<file path="src/rtl/swa_pkg.sv">
package swa_pkg;

  localparam int WORD_BYTES = 4;
  localparam int WORD_BITS  = 8 * WORD_BYTES;

  typedef enum logic [1:0] {
    RGN_NONE = 2'd0,
    RGN_CORE = 2'd1,
    RGN_DMA  = 2'd2,
    RGN_CTRL = 2'd3
  } region_e;

  typedef enum logic [1:0] {
    ST_IDLE  = 2'd0,
    ST_FETCH = 2'd1,
    ST_WRITE = 2'd2,
    ST_ACK   = 2'd3
  } state_e;

  // Size must be 1, 2 or 4 and the bytes must stay inside one word.
  function automatic logic access_legal(input logic [1:0] off, input logic [2:0] size);
    logic size_ok;
    size_ok = (size == 3'd1) || (size == 3'd2) || (size == 3'd4);
    return size_ok && ((int'(off) + int'(size)) <= WORD_BYTES);
  endfunction

  // One bit per byte lane touched by the access.
  function automatic logic [WORD_BYTES-1:0] lane_mask(input logic [1:0] off, input logic [2:0] size);
    logic [WORD_BYTES-1:0] m;
    m = '0;
    for (int i = 0; i < WORD_BYTES; i++) begin
      if ((i >= int'(off)) && (i < int'(off) + int'(size))) m[i] = 1'b1;
    end
    return m;
  endfunction

  // Expand a lane mask to a bit mask.
  function automatic logic [WORD_BITS-1:0] bit_mask(input logic [WORD_BYTES-1:0] lanes);
    logic [WORD_BITS-1:0] b;
    for (int i = 0; i < WORD_BYTES; i++) b[8*i +: 8] = {8{lanes[i]}};
    return b;
  endfunction

  // Right-align the addressed lanes of a word and clear the rest.
  function automatic logic [WORD_BITS-1:0] extract_lanes(input logic [WORD_BITS-1:0] w,
                                                         input logic [1:0] off,
                                                         input logic [2:0] size);
    logic [WORD_BITS-1:0] s;
    s = w >> {off, 3'b000};
    case (size)
      3'd1:    return {24'h0, s[7:0]};
      3'd2:    return {16'h0, s[15:0]};
      default: return s;
    endcase
  endfunction

endpackage

</file>
<file path="src/rtl/swa_region_dec.sv">
module swa_region_dec
  import swa_pkg::*;
#(
  parameter int ADDR_W      = 7,
  parameter int IDX_W       = 4,
  parameter int CORE_WORDS  = 16,
  parameter int DMA_WORDS   = 8,
  parameter int CTRL_OFFSET = 'h70
) (
  input  logic [ADDR_W-1:2] word_addr,
  output region_e           region,
  output logic [IDX_W-1:0]  idx
);

  localparam int WORD_W = ADDR_W - 2;
  localparam logic [WORD_W-1:0] DMA_LO  = WORD_W'(CORE_WORDS);
  localparam logic [WORD_W-1:0] DMA_HI  = WORD_W'(CORE_WORDS + DMA_WORDS);
  localparam logic [WORD_W-1:0] CTRL_WD = WORD_W'(CTRL_OFFSET / 4);

  logic [WORD_W-1:0] word;
  assign word = word_addr;

  always_comb begin
    region = RGN_NONE;
    idx    = '0;
    if (word < DMA_LO) begin
      region = RGN_CORE;
      idx    = IDX_W'(word);
    end else if (word < DMA_HI) begin
      region = RGN_DMA;
      idx    = IDX_W'(word - DMA_LO);
    end else if (word == CTRL_WD) begin
      region = RGN_CTRL;
    end
  end

endmodule

</file>
<file path="src/rtl/swa_lane_unit.sv">
module swa_lane_unit
  import swa_pkg::*;
(
  input  logic [WORD_BITS-1:0] cur_word,
  input  logic [WORD_BITS-1:0] fetch_word,
  input  logic [WORD_BITS-1:0] new_bytes,
  input  logic [1:0]           off,
  input  logic [2:0]           size,
  output logic [WORD_BITS-1:0] merged,
  output logic [WORD_BITS-1:0] extracted
);

  logic [WORD_BYTES-1:0] lanes;
  logic [WORD_BITS-1:0]  shifted;

  assign lanes     = lane_mask(off, size);
  assign shifted   = new_bytes << {off, 3'b000};
  assign extracted = extract_lanes(fetch_word, off, size);

  for (genvar g = 0; g < WORD_BYTES; g++) begin : g_lane
    assign merged[8*g +: 8] = lanes[g] ? shifted[8*g +: 8] : cur_word[8*g +: 8];
  end

endmodule

</file>
<file path="src/rtl/swa_seq.sv">
module swa_seq
  import swa_pkg::*;
(
  input  logic                 clk,
  input  logic                 rst_n,
  input  logic                 req,
  input  logic                 we,
  input  logic                 full,
  input  logic                 legal,
  input  logic                 hit,
  input  logic [WORD_BITS-1:0] fetch_word,
  input  logic [WORD_BITS-1:0] fetch_lanes,
  output logic                 rd_stb,
  output logic                 wr_stb,
  output logic                 rmw_stb,
  output logic                 ready,
  output logic                 drop,
  output logic [WORD_BITS-1:0] word_q,
  output logic [WORD_BITS-1:0] rdata_q
);

  state_e st, nx;

  always_comb begin
    nx   = st;
    drop = 1'b0;
    case (st)
      ST_IDLE: begin
        if (req) begin
          if (!legal || !hit) begin
            drop = 1'b1;
            nx   = ST_ACK;
          end else if (we && full) begin
            nx = ST_WRITE;
          end else begin
            nx = ST_FETCH;
          end
        end
      end
      ST_FETCH: nx = we ? ST_WRITE : ST_ACK;
      ST_WRITE: nx = ST_ACK;
      default:  nx = ST_IDLE;
    endcase
  end

  assign rd_stb  = (st == ST_FETCH);
  assign wr_stb  = (st == ST_WRITE);
  assign rmw_stb = (st == ST_FETCH) && we;
  assign ready   = (st == ST_ACK);

  always_ff @(posedge clk) begin
    if (!rst_n) begin
      st      <= ST_IDLE;
      word_q  <= '0;
      rdata_q <= '0;
    end else begin
      st <= nx;
      if (st == ST_IDLE && req) rdata_q <= '0;
      if (st == ST_FETCH) begin
        word_q <= fetch_word;
        if (!we) rdata_q <= fetch_lanes;
      end
    end
  end

endmodule

</file>
<file path="src/rtl/swa_adapter.sv">
module swa_adapter
  import swa_pkg::*;
#(
  parameter int ADDR_W      = 7,
  parameter int IDX_W       = 4,
  parameter int CORE_WORDS  = 16,
  parameter int DMA_WORDS   = 8,
  parameter int CTRL_OFFSET = 'h70
) (
  input  logic              clk,
  input  logic              rst_n,
  input  logic              host_req,
  input  logic              host_we,
  input  logic [ADDR_W-1:0] host_addr,
  input  logic [2:0]        host_size,
  input  logic [31:0]       host_wdata,
  output logic              host_ready,
  output logic [31:0]       host_rdata,
  output logic              tgt_rd,
  output logic              tgt_wr,
  output logic              tgt_rmw,
  output logic [1:0]        tgt_region,
  output logic [IDX_W-1:0]  tgt_idx,
  output logic [31:0]       tgt_wdata,
  input  logic [31:0]       core_rdata,
  input  logic [31:0]       dma_rdata,
  input  logic [31:0]       ctrl_rdata
);

  logic [1:0]     off;
  logic           legal, full, hit;
  region_e        region;
  logic [31:0]    sel_rdata, word_q, merged, extracted;

  // Named internal events for the checker.
  logic ev_fetch, ev_commit, ev_drop;

  assign off   = host_addr[1:0];
  assign legal = access_legal(off, host_size);
  assign full  = (host_size == 3'd4) && (off == 2'd0);
  assign hit   = (region != RGN_NONE);

  swa_region_dec #(
    .ADDR_W(ADDR_W), .IDX_W(IDX_W), .CORE_WORDS(CORE_WORDS),
    .DMA_WORDS(DMA_WORDS), .CTRL_OFFSET(CTRL_OFFSET)
  ) u_dec (
    .word_addr(host_addr[ADDR_W-1:2]),
    .region   (region),
    .idx      (tgt_idx)
  );

  always_comb begin
    case (region)
      RGN_CORE: sel_rdata = core_rdata;
      RGN_DMA:  sel_rdata = dma_rdata;
      RGN_CTRL: sel_rdata = ctrl_rdata;
      default:  sel_rdata = '0;
    endcase
  end

  swa_lane_unit u_lane (
    .cur_word  (word_q),
    .fetch_word(sel_rdata),
    .new_bytes (host_wdata),
    .off       (off),
    .size      (host_size),
    .merged    (merged),
    .extracted (extracted)
  );

  swa_seq u_seq (
    .clk        (clk),
    .rst_n      (rst_n),
    .req        (host_req),
    .we         (host_we),
    .full       (full),
    .legal      (legal),
    .hit        (hit),
    .fetch_word (sel_rdata),
    .fetch_lanes(extracted),
    .rd_stb     (ev_fetch),
    .wr_stb     (ev_commit),
    .rmw_stb    (tgt_rmw),
    .ready      (host_ready),
    .drop       (ev_drop),
    .word_q     (word_q),
    .rdata_q    (host_rdata)
  );

  assign tgt_rd     = ev_fetch;
  assign tgt_wr     = ev_commit;
  assign tgt_region = region;
  assign tgt_wdata  = full ? host_wdata : merged;

endmodule

</file>
<file path="config.mk">
export PLATFORM = sky130hd
export DESIGN_NAME = swa_adapter
export DESIGN_NICKNAME = d
export VERILOG_FILES = /design/src/rtl/swa_pkg.sv /design/src/rtl/swa_region_dec.sv /design/src/rtl/swa_lane_unit.sv /design/src/rtl/swa_seq.sv /design/src/rtl/swa_adapter.sv
export SDC_FILE = /design/constraint.sdc
export NUM_CORES = 1
export LEC_CHECK = 0
export BUFFER_PORTS_ARGS = -buffer_cell sky130_fd_sc_hd__buf_4
export CAP_MARGIN = 20
export CORE_MARGIN = 3
export CORE_UTILIZATION = 42
export CTS_BUF_LIST = sky130_fd_sc_hd__clkbuf_16
export DETAILED_ROUTE_END_ITERATION = 12
export PLACE_DENSITY = 0.82
export SYNTH_ARGS = -nofsm -noshare
export SYNTH_HDL_FRONTEND = slang
export SYNTH_SLANG_ARGS = --single-unit
</file>
<file path="constraint.sdc">
create_clock -name clk -period 2.4 [get_ports clk]
set_clock_uncertainty 0.05 [all_clocks]
set_input_delay 0.24 -clock clk [delete_from_list [all_inputs] [get_ports clk]]
set_output_delay 0.24 -clock clk [all_outputs]
set_load 0.03 [all_outputs]
</file>
==> key figures, run 1 <==
Routing
  – Via/cell ratio: 6.12
  – Detailed Route Iter0 Violations: 499
  – Final wirelength: 19.7 mm
  – DR DRC count: 0
  – Drt pass-1 iters: 8
  – DR vias: 5536
  – DR WL/cell: 21.8 um
  – ANT nets after route: 0

Yosys
  – Ys flop type: dfxtp_1
  – Synth cell types: 46
  – Cells after Synth: 527
  – Synthesis-stage register bit count: 66
  – Synth Cell Area: 4230 um^2
  – Avg Cell Area, Syn: 8.02 um^2
  – Post-Synth Adder-Cell Area: 2.25%
  – Synthesized net count: 676
  – Number of synthesized flops with an enable pin: 0
  – Synth Area in Compound Gates: 37.1%
  – Seq/Total Area, Yosys: 31.2%
  – Mux cell area share after synthesis: 6.18%
  – Simple-gate share of the synthesized area: 17.2%
  – Xor/xnor share of the synthesized area: 0.207%
  – Ys Warns: 0
  – Post-synth ARST share: 0%
  – Main combinational cell family by area after synthesis: compound AO/OA/AOI/OAI gates

CTS
  – Clock sinks: 66
  – Clock root buffer: clkbuf_16
  – Cts bufs inserted: 9
  – CTS tree: yes
  – Hold buffer count at cts: 0
  – Clock slew seen by the registers of the worst setup and hold paths: 0.06 ns
  – Worst skew pair latency: 0.33 ns
  – Longest Clk Path Bufs: 2
  – Htree depth: 3

Global route
  – Largest net degree at the start of global routing: 47
  – GRT Residual Overflow: 0
  – GRT Total Usage: 33.9%
  – Vias in the first global route: 5335
  – Initial antenna violation count: 0
  – First-pass GRT wire length: 29.8 mm

Timing
  – Max Clk Rate: 416 MHz
  – Worst Max-Slew Pin Slew: 0.859 ns
  – Setup TNS: -0.00282 ns
  – Final period utilization: 100%
  – Slew Viols, Final: 0
  – Final Worst Setup Slack: -0.00282 ns
  – RSZ-0062 raised after global routing: yes
  – Fin. Hold Viols: 0
  – Endpoints failing setup: 1
  – Relative slew slack: 42.3%
  – Fin crit period: 2.40 ns

Pwr
  – Total power: 5340 uW
  – Leakage: 0.00306 uW
  – Maximum vdd drop: 445 uV
  – Cell area power density: 778 nW/um^2

Floorplan
  – Site row count: 35
  – DIE HEIGHT: 106 um
  – Die W: 106 um
  – Starting Density: 44.5%
  – Core footprint: 9500 um^2
  – Io pins: 216
  – Die area: 11300 um^2

Critical path
  – Setup CP Type: primary input to output port
  – CP Cell Sequence: buf_8 -> ha_4 -> inv_2 -> fa_2 -> nand2b_1 -> o31ai_4 -> buf_6 -> a21o_4 -> buf_12 -> buf_6 -> o211ai_1 -> buf_4
  – Most frequent CP cell: buf_6
  – Critical path's top delay family: buffers and inverters
  – Slowest CP cell: fa_2
  – Buf/Inv on CP: 6
  – Worst EP arrival: 2.11 ns
  – Crit path capture type: output port
  – Crit start category: primary input
  – CP max stage delay: 0.37 ns
  – CP Max Fanout: 7
  – Required @ worst endpoint: 2.11 ns

Placed design
  – Final GP Congestion: 0.937
  – Area after DPL: 6270 um^2
  – Placed cells: 882
  – Port bufs: 215
  – Place WS: -0.147 ns
  – DP HPWL: 15.3 mm

Cells and area
  – Final Non-Filler Cells: 904
  – Fill cell count: 728
  – Post-route cell area: 6860 um^2
  – Ant. Diodes: 0
  – Nets: 919
  – Layout cells sized above 1: 44.1%
  – Area delta synth->final: 62.2%

Outcome
  – Failing checks: negative setup slack
  – Outcome: finished with violations

Hold path
  – Min-delay worst type: primary input to flop

Run
  – Max Cap Viol: 0
[registers in the layout (all words and copies together), names as in the netlist]
signal,cells
u_seq.rdata_q,32
u_seq.st,2
u_seq.word_q,32
[what timing repair did]
action / in CTS / in global routing
endpoints found under the hold margin: 0 / 0
resized for setup: 12 / 36
gates cloned: 0 / 1
endpoints found under the setup margin: 27 / 30
pin swaps: 3 / 13
buffers inserted: 0 / 4
[layer usage]
| metal | vias up | routed length (um) | track usage [%] |
|---|---|---|---|
| met4 | 0 | 705 | 12.7 |
| li1 | 2521 | - | - |
| met1 | 2574 | 7380 | 42.3 |
| met2 | 388 | 9400 | 57.1 |
| met3 | 53 | 2200 | 7.41 |
| met5 | - | 0 | 0 |
[metrics by stage]
stage	hold slack [ns]	util (%)
final	0.132	72.2
after global placement	0.401	66.0
after detailed placement	0.404	66.0
after floorplan	0.312	-
after global routing	0.145	72.2
after CTS	0.132	69.8
[final cells by class]
cell class / instances / area (um^2) / area share (%)
multi-input combinational: 400 / 2850 / 41.6
timing repair buffer: 273 / 2150 / 31.3
sequential: 66 / 1320 / 19.3
clock buffer: 9 / 225 / 3.28
tap: 129 / 161 / 2.35
clock inverter: 7 / 76.3 / 1.11
inverter: 20 / 75.1 / 1.09
[path summary, 6_finish.rpt]
| check | depth (start not counted) | end | slack (ns) | from |
|---|---|---|---|---|
| max | 12 | tgt_wdata[10] | -0.003 | host_size[0] |
| min | 2 | u_seq.word_q[1] | 0.13 | rst_n |
| max reg2reg | 6 | u_seq.rdata_q[10] | 0.43 | u_seq.st[1] |
| min reg2reg | 2 | u_seq.rdata_q[30] | 0.41 | u_seq.rdata_q[30] |
[cell usage after synthesis (all sizes together) (9+ instances only)]
cell     n  area [um^2]
nor2    68          255
dfxtp   66         1320
clkbuf  35          131
nand2   34          128
a21oi   33          165
a211oi  27          203
a222oi  24          240
o21ai   22          110
o22ai   21          131
inv     20         75.1
a221o   19          190
mux2i   16          160
o211ai  15          113
and2    14         92.6
nand2b  14         87.6
a22o    10         87.6
nand3   10         50.1
mux2     9          101
[placed cells by master (no fill, tap or decap), types with 11 or more instances in the layout]
cell / netlist / final
nor2_1: 68 / 59
a21oi_1: 33 / 30
o211ai_1: 15 / 15
o22ai_1: 21 / 15
o21ai_0: 22 / 20
buf_6: 2 / 12
inv_1: 19 / 18
a221o_1: 19 / 19
buf_4: 0 / 255
nand2_1: 34 / 33
a222oi_1: 24 / 24
mux2i_1: 16 / 16
and2_1: 11 / 11
a211oi_1: 27 / 27
dfxtp_1: 66 / 66
[worst reg2reg max path: cells and delay by family (launching register included)]
family,cells,cell delay (ns)
and+or+nand+nor,2,0.73
AOI/OAI and AO/OA,2,0.45
DFF,1,0.38
adders and majority gates,1,0.21
buffers and inverters,1,0.09
[power breakdown]
group	internal [uW]	total (uW)	switching, uW	leakage [uW]
sequential	1330	1520	195	0.000537
clock	811	1350	536	0.000142
combinational	1070	2470	1390	0.00238
[logic make-up (layout without fill, tap and decap cells)]
kind of cell	after synthesis	count (layout)
buffers and inverters	61	309
DFF	66	66
adders and majority gates	7	7
AOI/OAI and AO/OA	209	209
xor gates and xnor gates	1	1
muxes	25	25
and+or+nand+nor	158	158
No activity file was read; power rests on OpenSTA's default activity.
==> run 2: changes to the inputs <==
--- a/config.mk
+++ b/config.mk
@@ -12,6 +12,7 @@
 export CTS_BUF_LIST = sky130_fd_sc_hd__clkbuf_16
 export DETAILED_ROUTE_END_ITERATION = 12
 export PLACE_DENSITY = 0.82
+export SKIP_CTS_REPAIR_TIMING = 1
 export SYNTH_ARGS = -nofsm -noshare
 export SYNTH_HDL_FRONTEND = slang
 export SYNTH_SLANG_ARGS = --single-unit
==> run 2 against run 1 <==
Against the previous run:
- the run still ends with negative setup slack left
- via count about the same
- sequential cell count unchanged
- combinational power is essentially flat
- final area shrank 0.69%
- final cell count fell by 0.44%
- global-route usage decreased by 0.064 points
- sequential share of layout area increased by 0.13 points
- core utilization down 0.50 points
- worst setup slack got worse by 0.018 ns
- largest cell class unchanged
==> key figures, run 2 (synthesis results as in run 1) <==
Timing
  – Max Clk Rate: 413 MHz
  – RSZ-0062 raised after global routing: yes
  – Fin. Hold Viols: 0
  – Endpoints failing setup: 6
  – Final period utilization: 101%
  – Slew Viols, Final: 0
  – Final Worst Setup Slack: -0.0204 ns
  – Relative slew slack: 36.6%
  – Fin crit period: 2.42 ns
  – Worst Max-Slew Pin Slew: 0.944 ns
  – Final hold slack: 0.138 ns

Critical path
  – Reg-to-Reg End: u_seq.rdata_q[8]
  – CP max stage delay: 0.39 ns
  – Crit path capture type: output port
  – Reg2reg path depth: 6
  – Critical path depth: 10
  – Required @ worst endpoint: 2.11 ns
  – CP startpoint: host_size[0]
  – Worst r2r src: u_seq.st[1]
  – CP endpoint: tgt_wdata[19]
  – CP Cell Sequence: buf_8 -> ha_4 -> inv_2 -> fa_2 -> o31ai_4 -> a22o_1 -> buf_6 -> nand2b_4 -> a32o_2 -> buf_6
  – Slowest CP cell: fa_2
  – Setup CP Type: primary input to output port
  – CP Max Fanout: 7
  – Buf/Inv on CP: 4
  – Crit start category: primary input
  – Worst EP arrival: 2.13 ns
  – R2R setup slack: 0.41 ns
  – Critical path's top delay family: compound AO/OA/AOI/OAI gates
  – Most frequent CP cell: buf_6

Global route
  – First-pass GRT wire length: 29.7 mm
  – Met2 usage: 56.7%
  – GRT Residual Overflow: 0
  – Initial antenna violation count: 0
  – Largest net degree at the start of global routing: 47
  – GRT Total Usage: 33.8%
  – Global-route track usage on met1: 42.4%
  – Vias in the first global route: 5337
  – Gr busiest metal: met2
  – Met3 usage: 7.29%

Routing
  – DR DRC count: 0
  – Final wirelength: 19.7 mm
  – Via/cell ratio: 6.16
  – DR WL/cell: 21.9 um
  – Detailed Route Iter0 Violations: 503
  – DR vias: 5540
  – Drt pass-1 iters: 9
  – ANT nets after route: 0

Floorplan
  – Starting Density: 44.5%
  – Io pins: 216
  – Site row count: 35
  – DIE HEIGHT: 106 um
  – Die area: 11300 um^2
  – Core footprint: 9500 um^2
  – Die W: 106 um

Cells and area
  – Area delta synth->final: 61.0%
  – Commonest non-fill, non-tap cell in the layout: buf_4
  – Fin util: 71.7%
  – Post-route cell area: 6810 um^2
  – Top Registers: u_seq.rdata_q (32), u_seq.word_q (32), u_seq.st (2)
  – Ant. Diodes: 0
  – Nets: 915
  – Layout cells sized above 1: 44.1%
  – Most frequent cells in the layout: buf_4 (250), dfxtp_1 (66), nor2_1 (59)

CTS
  – Htree depth: 3
  – Clock root buffer: clkbuf_16
  – Clock slew seen by the registers of the worst setup and hold paths: 0.06 ns
  – Clock sinks: 66
  – Longest Clk Path Bufs: 2
  – CTS tree: yes
  – Cts bufs inserted: 9
  – Worst skew pair latency: 0.33 ns

Placed design
  – Place WS: -0.147 ns
  – Area after DPL: 6270 um^2
  – DP HPWL: 15.3 mm
  – Port bufs: 215
  – Final GP Congestion: 0.937

Pwr
  – Leakage: 0.00305 uW
  – Maximum vdd drop: 445 uV
  – Cell area power density: 786 nW/um^2

Outcome
  – Outcome: finished with violations
  – Failing checks: negative setup slack

Hold path
  – Min-delay worst type: primary input to flop

Run
  – Max Cap Viol: 0
## run 2: changes by cell type in the layout (fill, tap and decap cells not counted), moves of 2 or more
cell / before / now
nand3_2: 3 / 1
buf_4: 255 / 250
o21ai_1: 2 / 0
o21ai_2: 0 / 2
nand3_1: 6 / 9
buf_6: 12 / 15
## run 2: where the power goes
group | total [uW] | internal, uW | leakage [uW] | switching, uW
Combinational | 2480 | 1080 | 0.00237 | 1400
Sequential | 1520 | 1330 | 0.000537 | 192
Clock | 1350 | 811 | 0.000142 | 542
Total | 5350 | 3220 | 0.00305 | 2140
## run 2: worst min path at each step
stage                      start                end  slack (ns)  cells after the start
5_1_grt                    rst_n    u_seq.word_q[1]        0.14                      2
6_report                   rst_n    u_seq.word_q[1]        0.14                      2
3_3_place_gp   u_seq.rdata_q[30]  u_seq.rdata_q[30]        0.40                      2
2_1_floorplan              rst_n    u_seq.word_q[0]        0.31                      1
3_5_place_dp   u_seq.rdata_q[30]  u_seq.rdata_q[30]        0.40                      2
4_1_cts                    rst_n    u_seq.word_q[1]        0.13                      2
## run 2: area by class of cell
class                      instances  area (um^2)
multi-input combinational        400         2850
inverter                          20         75.1
fill                             734         2690
timing repair buffer             269         2100
clock inverter                     7         76.3
sequential                        66         1320
tap                              129          161
clock buffer                       9          225
## run 2: routing by layer
layer / part of all wire, % / wire (um)
met5: 0 / 0
met4: 3.1 / 619
met3: 10 / 1990
met2: 48 / 9490
met1: 39 / 7620
## run 2: per-stage QoR
stage	cells	power [uW]	setup TNS [ns]
2_1_floorplan	527	2880	0
3_3_place_gp	882	3770	-0.478
3_5_place_dp	882	3830	-1.83
4_1_cts	898	5170	-1.89
5_1_grt	900	5580	-0.525
6_report	900	5350	-0.0383
